**config.mk**
```make
export PLATFORM = sky130hd
export DESIGN_NAME = onebit_iq_ddc
export DESIGN_NICKNAME = d
export VERILOG_FILES = /design/src/rtl/ddc_pkg.sv /design/src/rtl/ddc_lo_mixer.sv /design/src/rtl/ddc_cic_decim.sv /design/src/rtl/onebit_iq_ddc.sv
export SDC_FILE = /design/constraint.sdc
export NUM_CORES = 2
export LEC_CHECK = 0
export BUFFER_PORTS_ARGS = -buffer_cell sky130_fd_sc_hd__buf_4
export CAP_MARGIN = 10
export CORE_MARGIN = 4
export CORE_UTILIZATION = 40
export CTS_BUF_LIST = sky130_fd_sc_hd__clkbuf_8
export CTS_CLUSTER_SIZE = 40
export DETAILED_ROUTE_END_ITERATION = 7
export HOLD_SLACK_MARGIN = 0.15
export PLACE_DENSITY = 0.63
export SYNTH_ARGS = -nofsm -noshare
export SYNTH_HDL_FRONTEND = slang
export SYNTH_HIERARCHICAL = 1
export SYNTH_SLANG_ARGS = --single-unit
```
**constraint.sdc**
```tcl
create_clock -name clk -period 14.85 [get_ports clk]
set_clock_uncertainty 0.05 [all_clocks]
set_input_delay 2.97 -clock clk [delete_from_list [all_inputs] [get_ports clk]]
set_output_delay 2.97 -clock clk [all_outputs]
set_load 0.01 [all_outputs]
```
**src/rtl/ddc_pkg.sv**
```systemverilog
package ddc_pkg;
  localparam int LO_W     = 8;
  localparam int LO_STEPS = 24;
  localparam int QUARTER  = LO_STEPS / 4;
  localparam int PH_W     = $clog2(LO_STEPS);

  typedef logic signed [LO_W-1:0] lo_t;

  // magnitude of 127*cos(m*15 deg), m = 0..6
  function automatic lo_t quarter_mag(input int m);
    case (m)
      0:       quarter_mag = 8'sd127;
      1:       quarter_mag = 8'sd123;
      2:       quarter_mag = 8'sd110;
      3:       quarter_mag = 8'sd90;
      4:       quarter_mag = 8'sd64;
      5:       quarter_mag = 8'sd33;
      default: quarter_mag = 8'sd0;
    endcase
  endfunction

  function automatic lo_t lo_cos(input int k);
    if (k <= QUARTER)          lo_cos = quarter_mag(k);
    else if (k <= 2 * QUARTER) lo_cos = -quarter_mag(2 * QUARTER - k);
    else if (k <= 3 * QUARTER) lo_cos = -quarter_mag(k - 2 * QUARTER);
    else                       lo_cos = quarter_mag(LO_STEPS - k);
  endfunction

  function automatic lo_t lo_sin(input int k);
    lo_sin = lo_cos((k + 3 * QUARTER) % LO_STEPS);
  endfunction
endpackage

```
**src/rtl/ddc_lo_mixer.sv**
```systemverilog
module ddc_lo_mixer
  import ddc_pkg::*;
(
  input  logic clk,
  input  logic rst_n,
  input  logic sign_bit,
  output logic mix_valid,
  output lo_t  mix_i,
  output lo_t  mix_q
);
  logic [PH_W-1:0] phase;
  lo_t cos_v, sin_v;

  always_comb begin
    cos_v = lo_cos(int'(phase));
    sin_v = lo_sin(int'(phase));
  end

  always_ff @(posedge clk) begin
    if (!rst_n) begin
      phase     <= '0;
      mix_valid <= 1'b0;
      mix_i     <= '0;
      mix_q     <= '0;
    end else begin
      phase     <= (phase == PH_W'(LO_STEPS - 1)) ? '0 : phase + 1'b1;
      mix_valid <= 1'b1;
      mix_i     <= sign_bit ? cos_v : -cos_v;
      mix_q     <= sign_bit ? sin_v : -sin_v;
    end
  end


  phase_range_chk: assert property (@(posedge clk) disable iff (!rst_n)
    phase <= PH_W'(LO_STEPS - 1));


  mix_range_chk: assert property (@(posedge clk) disable iff (!rst_n)
    (mix_i >= -8'sd127) && (mix_q >= -8'sd127));
endmodule

```
**src/rtl/ddc_cic_decim.sv**
```systemverilog
module ddc_cic_decim #(
  parameter int IN_W   = 8,
  parameter int RATIO  = 5,
  parameter int STAGES = 3,
  parameter int GROWTH = STAGES * $clog2(RATIO),
  localparam int OUT_W = IN_W + GROWTH
) (
  input  logic                    clk,
  input  logic                    rst_n,
  input  logic                    in_valid,
  input  logic signed [IN_W-1:0]  in_data,
  output logic                    out_valid,
  output logic signed [OUT_W-1:0] out_data
);
  localparam int CNT_W = (RATIO > 1) ? $clog2(RATIO) : 1;

  logic signed [OUT_W-1:0] integ     [STAGES];
  logic signed [OUT_W-1:0] integ_nxt [STAGES];
  logic signed [OUT_W-1:0] comb_dly  [STAGES];
  logic signed [OUT_W-1:0] comb_in   [STAGES];
  logic signed [OUT_W-1:0] comb_res;
  logic [CNT_W-1:0]        cnt;
  logic                    strobe;

  assign strobe = in_valid && (cnt == CNT_W'(RATIO - 1));

  always_comb begin
    logic signed [OUT_W-1:0] acc;
    acc = {{GROWTH{in_data[IN_W-1]}}, in_data};
    for (int s = 0; s < STAGES; s++) begin
      acc          = integ[s] + acc;
      integ_nxt[s] = acc;
    end
    for (int s = 0; s < STAGES; s++) begin
      comb_in[s] = acc;
      acc        = acc - comb_dly[s];
    end
    comb_res = acc;
  end

  always_ff @(posedge clk) begin
    if (!rst_n) begin
      cnt       <= '0;
      out_valid <= 1'b0;
      out_data  <= '0;
      for (int s = 0; s < STAGES; s++) begin
        integ[s]    <= '0;
        comb_dly[s] <= '0;
      end
    end else begin
      out_valid <= strobe;
      if (in_valid) begin
        cnt <= strobe ? '0 : cnt + 1'b1;
        for (int s = 0; s < STAGES; s++) integ[s] <= integ_nxt[s];
      end
      if (strobe) begin
        out_data <= comb_res;
        for (int s = 0; s < STAGES; s++) comb_dly[s] <= comb_in[s];
      end
    end
  end


  cnt_range_chk: assert property (@(posedge clk) disable iff (!rst_n)
    cnt <= CNT_W'(RATIO - 1));


  dec_pulse_chk: assert property (@(posedge clk) disable iff (!rst_n)
    out_valid |=> !out_valid);
endmodule

```
**src/rtl/onebit_iq_ddc.sv**
```systemverilog
module onebit_iq_ddc
  import ddc_pkg::*;
#(
  parameter int DEC1      = 5,
  parameter int DEC2      = 50,
  parameter int STAGES    = 3,
  parameter int OUT_W     = 16,
  parameter int OUT_SHIFT = 16
) (
  input  logic                    clk,
  input  logic                    rst_n,
  input  logic                    if_bit,
  output logic                    iq_valid,
  output logic signed [OUT_W-1:0] iq_i,
  output logic signed [OUT_W-1:0] iq_q
);
  localparam int G1     = STAGES * $clog2(DEC1);
  localparam int G2     = STAGES * $clog2(DEC2);
  localparam int W1     = LO_W + G1;
  localparam int W2     = W1 + G2;
  localparam int PERIOD = DEC1 * DEC2;
  localparam int LAT    = 3;
  localparam int GAP_W  = $clog2(PERIOD + LAT + 2) + 1;
  localparam logic signed [W2-1:0] POS_LIM = W2'((2 ** (OUT_W - 1)) - 1);
  localparam logic signed [W2-1:0] NEG_LIM = -POS_LIM;

  logic mix_valid;
  lo_t  mix_i, mix_q;

  ddc_lo_mixer u_mix (
    .clk(clk), .rst_n(rst_n), .sign_bit(if_bit),
    .mix_valid(mix_valid), .mix_i(mix_i), .mix_q(mix_q)
  );

  logic                 s1_valid_i, s1_valid_q, s2_valid_i, s2_valid_q;
  logic signed [W1-1:0] s1_i, s1_q;
  logic signed [W2-1:0] s2_i, s2_q;

  ddc_cic_decim #(.IN_W(LO_W), .RATIO(DEC1), .STAGES(STAGES), .GROWTH(G1)) u_c1_i (
    .clk(clk), .rst_n(rst_n), .in_valid(mix_valid), .in_data(mix_i),
    .out_valid(s1_valid_i), .out_data(s1_i)
  );
  ddc_cic_decim #(.IN_W(LO_W), .RATIO(DEC1), .STAGES(STAGES), .GROWTH(G1)) u_c1_q (
    .clk(clk), .rst_n(rst_n), .in_valid(mix_valid), .in_data(mix_q),
    .out_valid(s1_valid_q), .out_data(s1_q)
  );
  ddc_cic_decim #(.IN_W(W1), .RATIO(DEC2), .STAGES(STAGES), .GROWTH(G2)) u_c2_i (
    .clk(clk), .rst_n(rst_n), .in_valid(s1_valid_i), .in_data(s1_i),
    .out_valid(s2_valid_i), .out_data(s2_i)
  );
  ddc_cic_decim #(.IN_W(W1), .RATIO(DEC2), .STAGES(STAGES), .GROWTH(G2)) u_c2_q (
    .clk(clk), .rst_n(rst_n), .in_valid(s1_valid_q), .in_data(s1_q),
    .out_valid(s2_valid_q), .out_data(s2_q)
  );

  function automatic logic signed [OUT_W-1:0] scale_sat(input logic signed [W2-1:0] v);
    logic signed [W2-1:0] sh;
    sh = v >>> OUT_SHIFT;
    if (sh > POS_LIM)      scale_sat = OUT_W'(POS_LIM);
    else if (sh < NEG_LIM) scale_sat = OUT_W'(NEG_LIM);
    else                   scale_sat = OUT_W'(sh);
  endfunction

  always_ff @(posedge clk) begin
    if (!rst_n) begin
      iq_valid <= 1'b0;
      iq_i     <= '0;
      iq_q     <= '0;
    end else begin
      iq_valid <= s2_valid_i;
      if (s2_valid_i) begin
        iq_i <= scale_sat(s2_i);
        iq_q <= scale_sat(s2_q);
      end
    end
  end

  // strobe spacing monitor for the checks below
  logic [GAP_W-1:0] gap_cnt;
  logic             seen;
  always_ff @(posedge clk) begin
    if (!rst_n) begin
      gap_cnt <= '0;
      seen    <= 1'b0;
    end else if (iq_valid) begin
      gap_cnt <= '0;
      seen    <= 1'b1;
    end else if (gap_cnt != '1) begin
      gap_cnt <= gap_cnt + 1'b1;
    end
  end


  gap_chk: assert property (@(posedge clk) disable iff (!rst_n)
    (iq_valid && seen) |-> (gap_cnt == GAP_W'(PERIOD - 1)));


  first_out_chk: assert property (@(posedge clk) disable iff (!rst_n)
    (iq_valid && !seen) |-> (gap_cnt == GAP_W'(PERIOD + LAT)));


  hold_chk: assert property (@(posedge clk) disable iff (!rst_n)
    !iq_valid |-> ($stable(iq_i) && $stable(iq_q)));


  sat_chk: assert property (@(posedge clk) disable iff (!rst_n)
    (iq_i != {1'b1, {(OUT_W-1){1'b0}}}) && (iq_q != {1'b1, {(OUT_W-1){1'b0}}}));


  lockstep_chk: assert property (@(posedge clk) disable iff (!rst_n)
    (s1_valid_i == s1_valid_q) && (s2_valid_i == s2_valid_q));
endmodule

```
# Word-level counts from Yosys, hierarchy flattened
# Memories as Yosys holds them, arrays and structs flattened.
# Cells that the tools add are included.
[classes] n_bitwise=25 n_mux=81 n_eq_ne=45 div=1 reduce_logical=13 magnitude_cmp=10 n_addsub=42
[op_table] cell="$eq A32 B2 Y1 const B" count=14
[op_table] cell="$eq A32 B3 Y1 const B" count=14
[op_table] cell="$mux W35" count=12
[op_table] cell="$pmux W7 S6" count=8
[op_table] cell="$eq A32 B1 Y1 const B" count=7
[op_table] cell="$logic_not A32 Y1" count=7
[op_table] cell="$sub A35 B35 Y35" count=6
[op_table] cell="$mux W17" count=12
[op_table] cell="$mux W8" count=18
[op_table] cell="$add A35 B35 Y35" count=4
[op_table] cell="$sub A17 B17 Y17" count=6
[op_table] cell="$add A35 B17 Y35" count=2
[op_table] cell="$add A17 B17 Y17" count=4
[op_table] cell="$mux W16" count=4
[op_table] cell="$neg A8 Y8" count=6
[op_table] cell="$gt A19 B16 Y1 const B" count=2
[op_table] cell="$lt A19 B16 Y1 const B" count=2
[op_table] cell="$add A17 B8 Y17" count=2
[op_table] cell="$le A32 B4 Y1 const B" count=1
[op_table] cell="$le A32 B5 Y1 const B" count=1
[op_table] cell="$le A32 B6 Y1 const B" count=1
[op_table] cell="$mod A32 B6 Y32 const B" count=1
[op_table] cell="$sub A32 B5 Y32 const B" count=1
[op_table] cell="$sub A5 B32 Y32 const A" count=1
[op_table] cell="25 further kinds" count=81
[totals] out_inout_bits=33 mem_bits_rw=624 word_cells=243 inputBits=3 mem_count=8 reg_bits=180
[mem_list] memory="u_c2_i.comb_dly" words=3 width=35 rd=3 rd_clocked_by_memory_dff=0 write_ports=3 line="ddc_cic_decim.sv:19" text="logic signed [OUT_W-1:0] comb_dly [STAGES];"
[mem_list] memory="u_c2_i.integ" words=3 width=35 rd=3 rd_clocked_by_memory_dff=0 write_ports=3 line="ddc_cic_decim.sv:17" text="logic signed [OUT_W-1:0] integ [STAGES];"
[mem_list] memory="u_c2_q.comb_dly" words=3 width=35 rd=3 rd_clocked_by_memory_dff=0 write_ports=3 line="ddc_cic_decim.sv:19"
[mem_list] memory="u_c2_q.integ" words=3 width=35 rd=3 rd_clocked_by_memory_dff=0 write_ports=3 line="ddc_cic_decim.sv:17"
[mem_list] memory="u_c1_i.comb_dly" words=3 width=17 rd=3 rd_clocked_by_memory_dff=0 write_ports=3 line="ddc_cic_decim.sv:19"
[mem_list] memory="u_c1_i.integ" words=3 width=17 rd=3 rd_clocked_by_memory_dff=0 write_ports=3 line="ddc_cic_decim.sv:17"
[mem_list] memory="+2 memories"

# Longest topological paths before layout
[depth] word_depth=14 ltp_mapped=61 depth_no_buf=61

# Modules after synthesis
# The synthesis kept the hierarchy.
[by_module_without_submodules] module="ddc_cic_decim (u_c2_q)" area_each_um2=19047.0 seq_area_each_um2=7146.9 n_inst=1 cells_per_inst=2057
[by_module_without_submodules] module="ddc_cic_decim (u_c2_i)" area_each_um2=18813.0 seq_area_each_um2=7146.9 n_inst=1 cells_per_inst=2010
[by_module_without_submodules] module="ddc_cic_decim (u_c1_i ...)" area_each_um2=8725.9 seq_area_each_um2=3483.3 n_inst=2 cells_per_inst=902
[by_module_without_submodules] module="ddc_lo_mixer" area_each_um2=3369.5 seq_area_each_um2=440.4 n_inst=1 cells_per_inst=469
[by_module_without_submodules] module="onebit_iq_ddc" area_each_um2=1677.9 seq_area_each_um2=660.6 n_inst=1 cells_per_inst=217

# Least setup slack after synthesis
# OpenSTA, ideal clock, no wires.
[synth_path] kind="flip-flop to flip-flop" start="memory u_c2_q/integ[0][0] (netlist name)" end="register u_c2_q.out_data[34]" n_path_buf=0 required_time_ns=14.660 arrival_time_ns=10.821 setup_ns=0.140 stages_incl_launch_ff=58 setup_slack_ns=3.839 period_less_slack_ns=11.011 cell_sequence="edfxtp_1 ha_1 inv_1 fa_1 nor2b_4 o311a_1 o41a_1 o21a_1 o21ai_0 nand2b_1 xor2_1 ha_1 a21o_1 or3_1 a211o_1 a31o_2 a21o_1 a21o_1 [... 22 more ...] and2_1 a221oi_1 nand2_1 a21oi_1 xnor2_1 ha_1 a21o_1 a21oi_1 o21a_1 a21boi_0 a211o_1 a311o_1 a21o_1 a21o_1 xnor2_1 or3_1 mux2i_1 a2111oi_2"
[synth_rtl] item="start: declaration" line="ddc_cic_decim.sv:17"
[synth_rtl] item="end signal: assignment" line="ddc_cic_decim.sv:57" text="out_data <= comb_res;"
[synth_rtl] item="end: declaration" line="ddc_cic_decim.sv:13" text="output logic signed [OUT_W-1:0] out_data"

==> out/qor.yml <==
critPathCaptureType: "register"
worstSetupPathType: "register to register"
rows: 140
drv_slew: 0
place_congestion: 0.878
syn_to_final_growth_pct: 8.55
grt_first_pass_wirelength_um: 211000
drc: 0
drt_wl_total_um: 127000
cts_sinks: 772
viasPerCell: 5.36
cpMaxStageDelayCell: "a2111oi_0"
setup_violations: 0
coreArea_um2: 146000
cts_hold_buf: 0
fin_tns_setup_ns: 0
start_util_pct: 40.3
worstMarginPinSlew_ns: 1.11
post_cts_resized: 0
instances_no_fill: 8452
crit_path_frequent_cell: "a21oi_1"
antenna_found_initial: 3
tritoncts: "built"
grt_pass1_vias: 43600
status: "complete, no violations"
relSlewSlack_pct: 26.3
holdCritPathClass: "register to register"
drt_iter0_markers: 2774
clockBufferDepth: 3
detail-route-antenna-nets: 0
grt_overflow_total: 0
worstPathRequired_ns: 15.50
grt_max_degree: 83
cts_buffers: 147
synth_cells: 6376
drt_pass1_iterations: 5
holdWs_ns: 0.407
avgSynthCellArea_um2: 9.23
via_count: 45300
dieArea_um2: 153000
drv_cap: 0
fin_crit_ns: 12.56
max_stage_delay_ns: 0.74
final_util_pct: 43.8
fin_crit_sh_pct: 84.6
die_y_um: 392
hpwl_um: 89700
syn_area_um2: 58900
syn_nets: 7032
die_w_um: 392
clkTransAtPathRegs_ns: 0.06
wire_per_inst_um: 15.0
rsz0062_at_grt: "false"
drive_gt1_share_pct: 5.43
worstPathMaxFanout: 6
postCtsSetupRepairBufs: 0
portBuffers: 35
h-tree-depth: 4
final_cell_mix: "inv_1 (679), ha_1 (629), edfxtp_1 (624)"
mostFrequentLayoutCell: "inv_1"
startpoint_type: "register"
fin_nets: 7076
yosysWarnings: 6
cts_root_buf: "clkbuf_8"
hold_viol: 0
max_freq_mhz: 79.6
post-place-cells: 8188
insertion_delay_ns: 0.86
arrival_ns: 13.20
io_pins: 36
track_usage_pct: 16.2
[final timing paths]
kind	cells past startpoint	start	to	slack, ns
setup / recovery	56	u_c2_q/integ[0][1]	u_c2_q/out_data[34]	2.29
hold / removal	2	u_c1_q/out_data[11]	u_c1_q/out_data[11]	0.41
setup reg to reg	56	u_c2_q/integ[0][1]	u_c2_q/out_data[34]	2.29
hold reg to reg	2	u_c1_q/out_data[11]	u_c1_q/out_data[11]	0.41
[flip-flops by register name, summed over array words and instances (netlist names), 8 cells and up]
name and flops:
u_c1_i/comb_dly 51, u_c2_i/integ 105, u_c2_q/comb_dly 105, u_c2_i/comb_dly 105
u_c1_q/integ 51, iq_i 16, u_c2_q/out_data 19, u_c1_i/integ 51
u_mix/mix_q 8, u_c2_q/integ 105, u_c2_i/out_data 19, u_c1_q/out_data 17
u_c1_i/out_data 17, u_mix/mix_i 8, u_c1_q/comb_dly 51, iq_q 16
[per-layer routing]
metal	wire length (um)	vias to the layer above	GRT usage, %
li1	-	22900	-
met1	61200	21500	21.7
met2	58500	728	27.1
met3	4790	162	2.47
met4	2560	0	4.61
met5	0	-	0
[layout make-up]
cell class                 instances  area [um^2]
inverter                         637         2390
sequential                       772        21700
tap                             1917         2400
multi-input combinational       4790        34100
clock buffer                     165         2270
antenna                            1         2.50
timing repair buffer              72          547
clock inverter                    98          485
fill                           14300        82000
[per-stage QoR]
step,cell area [um^2],worst slack [ns]
finish,63900,2.29
global placement,61100,2.64
CTS,63900,2.38
global route,63900,1.16
floorplan,58900,3.84
detailed placement,61100,2.42
[critical path, delay by kind of cell (launching register included)]
family | cells | cell delay, ns
buffers and inverters | 1 | 0.08
muxes | 1 | 0.17
and+or+nand+nor | 14 | 2.45
xor gates and xnor gates | 6 | 1.09
DFF | 1 | 0.39
AOI/OAI and AO/OA | 28 | 6.22
adders and majority gates | 6 | 1.90
Power is left out: the tool's default activity adds up to more than one toggle a clock period on the data nets, which glitch-free logic cannot reach.
